File: src/rtl/tile_addr_gen.sv
module tile_addr_gen #(
  parameter int CW = 16,
  parameter int PW = 16,
  parameter int OW = 32
) (
  input  logic          clk,
  input  logic          rst_n,
  input  logic          in_valid,
  input  logic [CW-1:0] mem_x,
  input  logic [CW-1:0] mem_y,
  input  logic [PW-1:0] pitch,
  input  logic [1:0]    mode,
  input  logic          swz_en,
  output logic          out_valid,
  output logic [OW-1:0] offset
);
  localparam logic [1:0] M_LIN = 2'd0, M_X = 2'd1, M_Y = 2'd2, M_W = 2'd3;
  localparam int TB = 12;

  logic [CW-1:0] row_c, col_c;
  logic [PW-1:0] tpr_c;
  logic [TB-1:0] in_tile, in_swz;

  always_comb begin
    unique case (mode)
      M_X: begin
        row_c = mem_y >> 3; col_c = mem_x >> 9; tpr_c = pitch >> 9;
        in_tile = {mem_y[2:0], mem_x[8:0]};
      end
      M_Y: begin
        row_c = mem_y >> 5; col_c = mem_x >> 7; tpr_c = pitch >> 7;
        in_tile = {mem_x[6:4], mem_y[4:0], mem_x[3:0]};
      end
      M_W: begin
        row_c = mem_y >> 6; col_c = mem_x >> 6; tpr_c = pitch >> 6;
        in_tile = {mem_x[5:3], mem_y[5:3], mem_y[2], mem_x[2],
                   mem_y[1], mem_x[1], mem_y[0], mem_x[0]};
      end
      default: begin
        row_c = mem_y; col_c = mem_x; tpr_c = pitch;
        in_tile = '0;
      end
    endcase
  end

  logic flip;
  assign flip = swz_en && (mode != M_LIN) &&
                (in_tile[9] ^ ((mode == M_X) && in_tile[10]));
  assign in_swz = in_tile ^ (TB'(flip) << 6);

  logic          s1_valid, s1_lin;
  logic [CW-1:0] s1_row, s1_col;
  logic [PW-1:0] s1_tpr;
  logic [TB-1:0] s1_intra;

  always_ff @(posedge clk or negedge rst_n) begin
    if (!rst_n) s1_valid <= 1'b0;
    else        s1_valid <= in_valid;
  end

  always_ff @(posedge clk) begin
    s1_lin   <= (mode == M_LIN);
    s1_row   <= row_c;
    s1_col   <= col_c;
    s1_tpr   <= tpr_c;
    s1_intra <= in_swz;
  end

  logic [OW-1:0] base, result;
  assign base   = OW'(s1_row) * OW'(s1_tpr) + OW'(s1_col);
  assign result = s1_lin ? base : {base[OW-TB-1:0], s1_intra};

  always_ff @(posedge clk or negedge rst_n) begin
    if (!rst_n) out_valid <= 1'b0;
    else        out_valid <= s1_valid;
  end

  always_ff @(posedge clk) offset <= result;
endmodule


File: config.mk
export PLATFORM = sky130hd
export DESIGN_NAME = tile_addr_gen
export DESIGN_NICKNAME = d
export VERILOG_FILES = /design/src/rtl/tile_addr_gen.sv
export SDC_FILE = /design/constraint.sdc
export NUM_CORES = 1
export LEC_CHECK = 0
export CAP_MARGIN = 20
export CORE_MARGIN = 5
export CORE_UTILIZATION = 55
export CTS_BUF_LIST = sky130_fd_sc_hd__clkbuf_4 sky130_fd_sc_hd__clkbuf_8
export DETAILED_ROUTE_END_ITERATION = 16
export MAX_ROUTING_LAYER = met4
export PLACE_DENSITY = 0.82
export RECOVER_POWER = 100
export SLEW_MARGIN = 5
export SYNTH_ARGS = -nofsm -noshare
export SYNTH_HDL_FRONTEND = slang
export SYNTH_SLANG_ARGS = --single-unit
File: constraint.sdc
create_clock -name clk -period 5.6 [get_ports clk]
set_input_delay 0.84 -clock clk [delete_from_list [all_inputs] [get_ports clk]]
set_output_delay 0.84 -clock clk [all_outputs]
set_load 0.01 [all_outputs]
==> reports/results.ini <==
[status]
outcome=finished with violations
violations=max-capacitance violations, max-slew violations

[synth]
synth_top_area_share_pct=33.63
syn_area_um2=12500
synth_area_per_cell_um2=9.413
async_flop_share_pct=2.105
synth-main-ff-cell=dfxtp_1
synth_cell_types=55
ys_seq_area_share_pct=15.29
yosys.area.top_type=fa_1
synthesis.nets=1698
synth-seq-cells=95
synth_edf_count=0
syn_inst=1328
yosys-top-cells-area=fa_1 (34%), dfxtp_1 (15%), ha_1 (11%), inv_1 (8.6%), and2_1 (6.3%)
synth_warnings=0

[setup_path]
endpoint=offset[28]$_DFF_P_
endpoint_kind=flip-flop
worstSetupStartpointType=flip-flop
critPathMaxFanout=6
max_stage_delay_ps=530
path_cells=buf_6 > and2_4 > fa_1 > inv_1 > fa_1 > fa_1 > inv_1 > fa_1 > fa_1 > inv_1 > fa_1 > inv_2 > ha_4 > a21oi_2 > o21ai_2 > a31oi_2 > nand2_1 > a211o_1 > o2111a_1 > a221o_1
cp_common_cell=fa_1
r2r_end=offset[28]$_DFF_P_
crit_slowest_cell=fa_1
crit_required_ps=5910
cp.arrival_ps=5880
worst-r2r-setup-slack_ps=30
r2r-start=s1_tpr[4]$_DFF_P_
worstRegToRegCells=20
crit_start=s1_tpr[4]$_DFF_P_
criticalPathCategory=reg2reg

[route]
ant_nets=0
wl_met3_um=2352
wire_per_inst_um=18.53
drcViolationCount=0
drt_iter0_markers=738
via_per_inst=5.518
routed_wl_um=32750
drt-pass1-iter-count=6
highest-signal-layer=met4
dr_wl_met2_um=16200
vias=9751
wl_met1_um=13250

[sta]
setup_viol=0
fmax_ghz=0.1796
slew_viol_final=46
worst_slew_pin_slew_ps=2074
finalClockSkew_ps=30.55
fin_hold_ws_ps=365.6
min_period_ps=5569
finalCritPeriodShare_pct=99.45
grt_setup_unrepaired=true
hold_viol=0
relSlewSlack_pct=-38.30

[floorplanning]
dieArea_um2=25840
row_count=55
pin_count=87
die_w_um=160.8
initial_core_util_pct=55.55
die_y_um=160.8
coreArea_um2=22500

[clock_network]
cts.clk_slew.worst_paths_ps=130
clockRootBuffer=clkbuf_8
clock-sinks=95
htree_levels=3
clk_latency_ps=400
max-clock-path-buffers=2
cts_hold_repair.buffers=0
cts_buffers=9
cts_tree=built

[layout]
drive_gt1_share_pct=17.75
fin_cells=1767
layout.cells.most_common_list=inv_1 (281), fa_1 (200), nand2_1 (182)
antenna_cells=0
final_common_cell=inv_1
fin_nets=1847
n_fill_cell=1626
area_growth_pct=19.90

[flow_run]
drv_cap=1

[grt]
antenna_found_initial=0
grt_overflow=0
first_global_vias=10430
grt_max_degree=46
grt_usage_pct=26.12
grt_pass1_wl_um=52410

[placement]
io_buffers=86
dp_cells=1741
place.gp.congestion=0.9914
hpwl_um=27490

[min_path]
worstHoldPathType=reg2reg

-- cell families (layout without fill, tap and decap cells) --
family	after synthesis	after routing	synth area share (%)
AOI/OAI and AO/OA	132	132	7.226
muxes	55	55	7.046
adders and majority gates	316	316	44.24
DFF	95	95	15.29
and+or+nand+nor	361	361	14.00
buffers and inverters	342	496	10.30
xor gates and xnor gates	27	27	1.892
-- state kept, by name, indices dropped and copies added (netlist names) --
signal,flops
offset,32
out_valid,1
s1_col,16
s1_intra,12
s1_lin,1
s1_row,16
s1_tpr,16
s1_valid,1
-- Yosys cell counts, types with 13 or more instances --
cell type and count:
o21ai_0 21, xor2_1 13, a21oi_1 29, inv_1 285, mux4_2 24, nor2_1 17
nand2_1 182, ha_1 106, clkbuf_1 49, xnor2_1 14, a21o_1 20, a22o_1 15
fa_1 210, dfxtp_1 93, mux2_2 24, and2_1 125
-- per-layer routing --
| metal | vias to the layer above | GRT usage (%) |
|---|---|---|
| met4 | 0 | 6.669 |
| met1 | 4842 | 32.92 |
| met2 | 421 | 43.86 |
| met3 | 88 | 4.850 |
| li1 | 4400 | - |
| met5 | - | - |
-- final cells by class --
class,count,area (um2),share of cell area [%]
sequential,95,1976,13.18
tap,285,356.6,2.379
clock buffer,9,123.9,0.8264
clock inverter,7,96.34,0.6428
timing repair buffer,194,1727,11.52
multi-input combinational,891,9635,64.29
inverter,286,1074,7.163
-- through the flow --
stage               setup slack [ps]  area [um2]  util (%)  setup TNS, ps
finish                         31.04       14990     66.61              0
global route                  -119.8       14990     66.61         -741.6
CTS                          0.09814       14550     64.67              0
detailed placement            -141.2       14270     63.40          -1010
global placement              -128.7       14270     63.40         -591.8
floorplan                      12.70       12500         -              0
-- how the worst min path moves through the flow --
stage | startpoint | end | slack [ps] | cells past startpoint
floorplan | s1_valid$_DFF_PN0_ | out_valid$_DFF_PN0_ | 330 | 0
global route | s1_valid$_DFF_PN0_ | out_valid$_DFF_PN0_ | 380 | 0
detailed placement | s1_valid$_DFF_PN0_ | out_valid$_DFF_PN0_ | 350 | 0
CTS | s1_valid$_DFF_PN0_ | out_valid$_DFF_PN0_ | 370 | 0
global placement | s1_valid$_DFF_PN0_ | out_valid$_DFF_PN0_ | 340 | 0
finish | s1_valid$_DFF_PN0_ | out_valid$_DFF_PN0_ | 370 | 0
-- critical path, delay by kind of cell, from the launching register on --
family / cells / cell delay, ps
AO/OA/AOI/OAI: 6 / 1280
adder cells (fa/ha/maj): 7 / 3220
buffers and inverters: 5 / 380
flip-flops: 1 / 380
AND/OR/NAND/NOR: 2 / 240
-- what timing repair did --
item                                    in CTS  in global routing
endpoints found under the setup margin      10                 20
pin swaps                                    0                 45
resized for setup                           29                 89
setup buffers                                0                  9
Power is left out: the tool's default activity adds up to more than one toggle a clock period on the data nets, which glitch-free logic cannot reach.
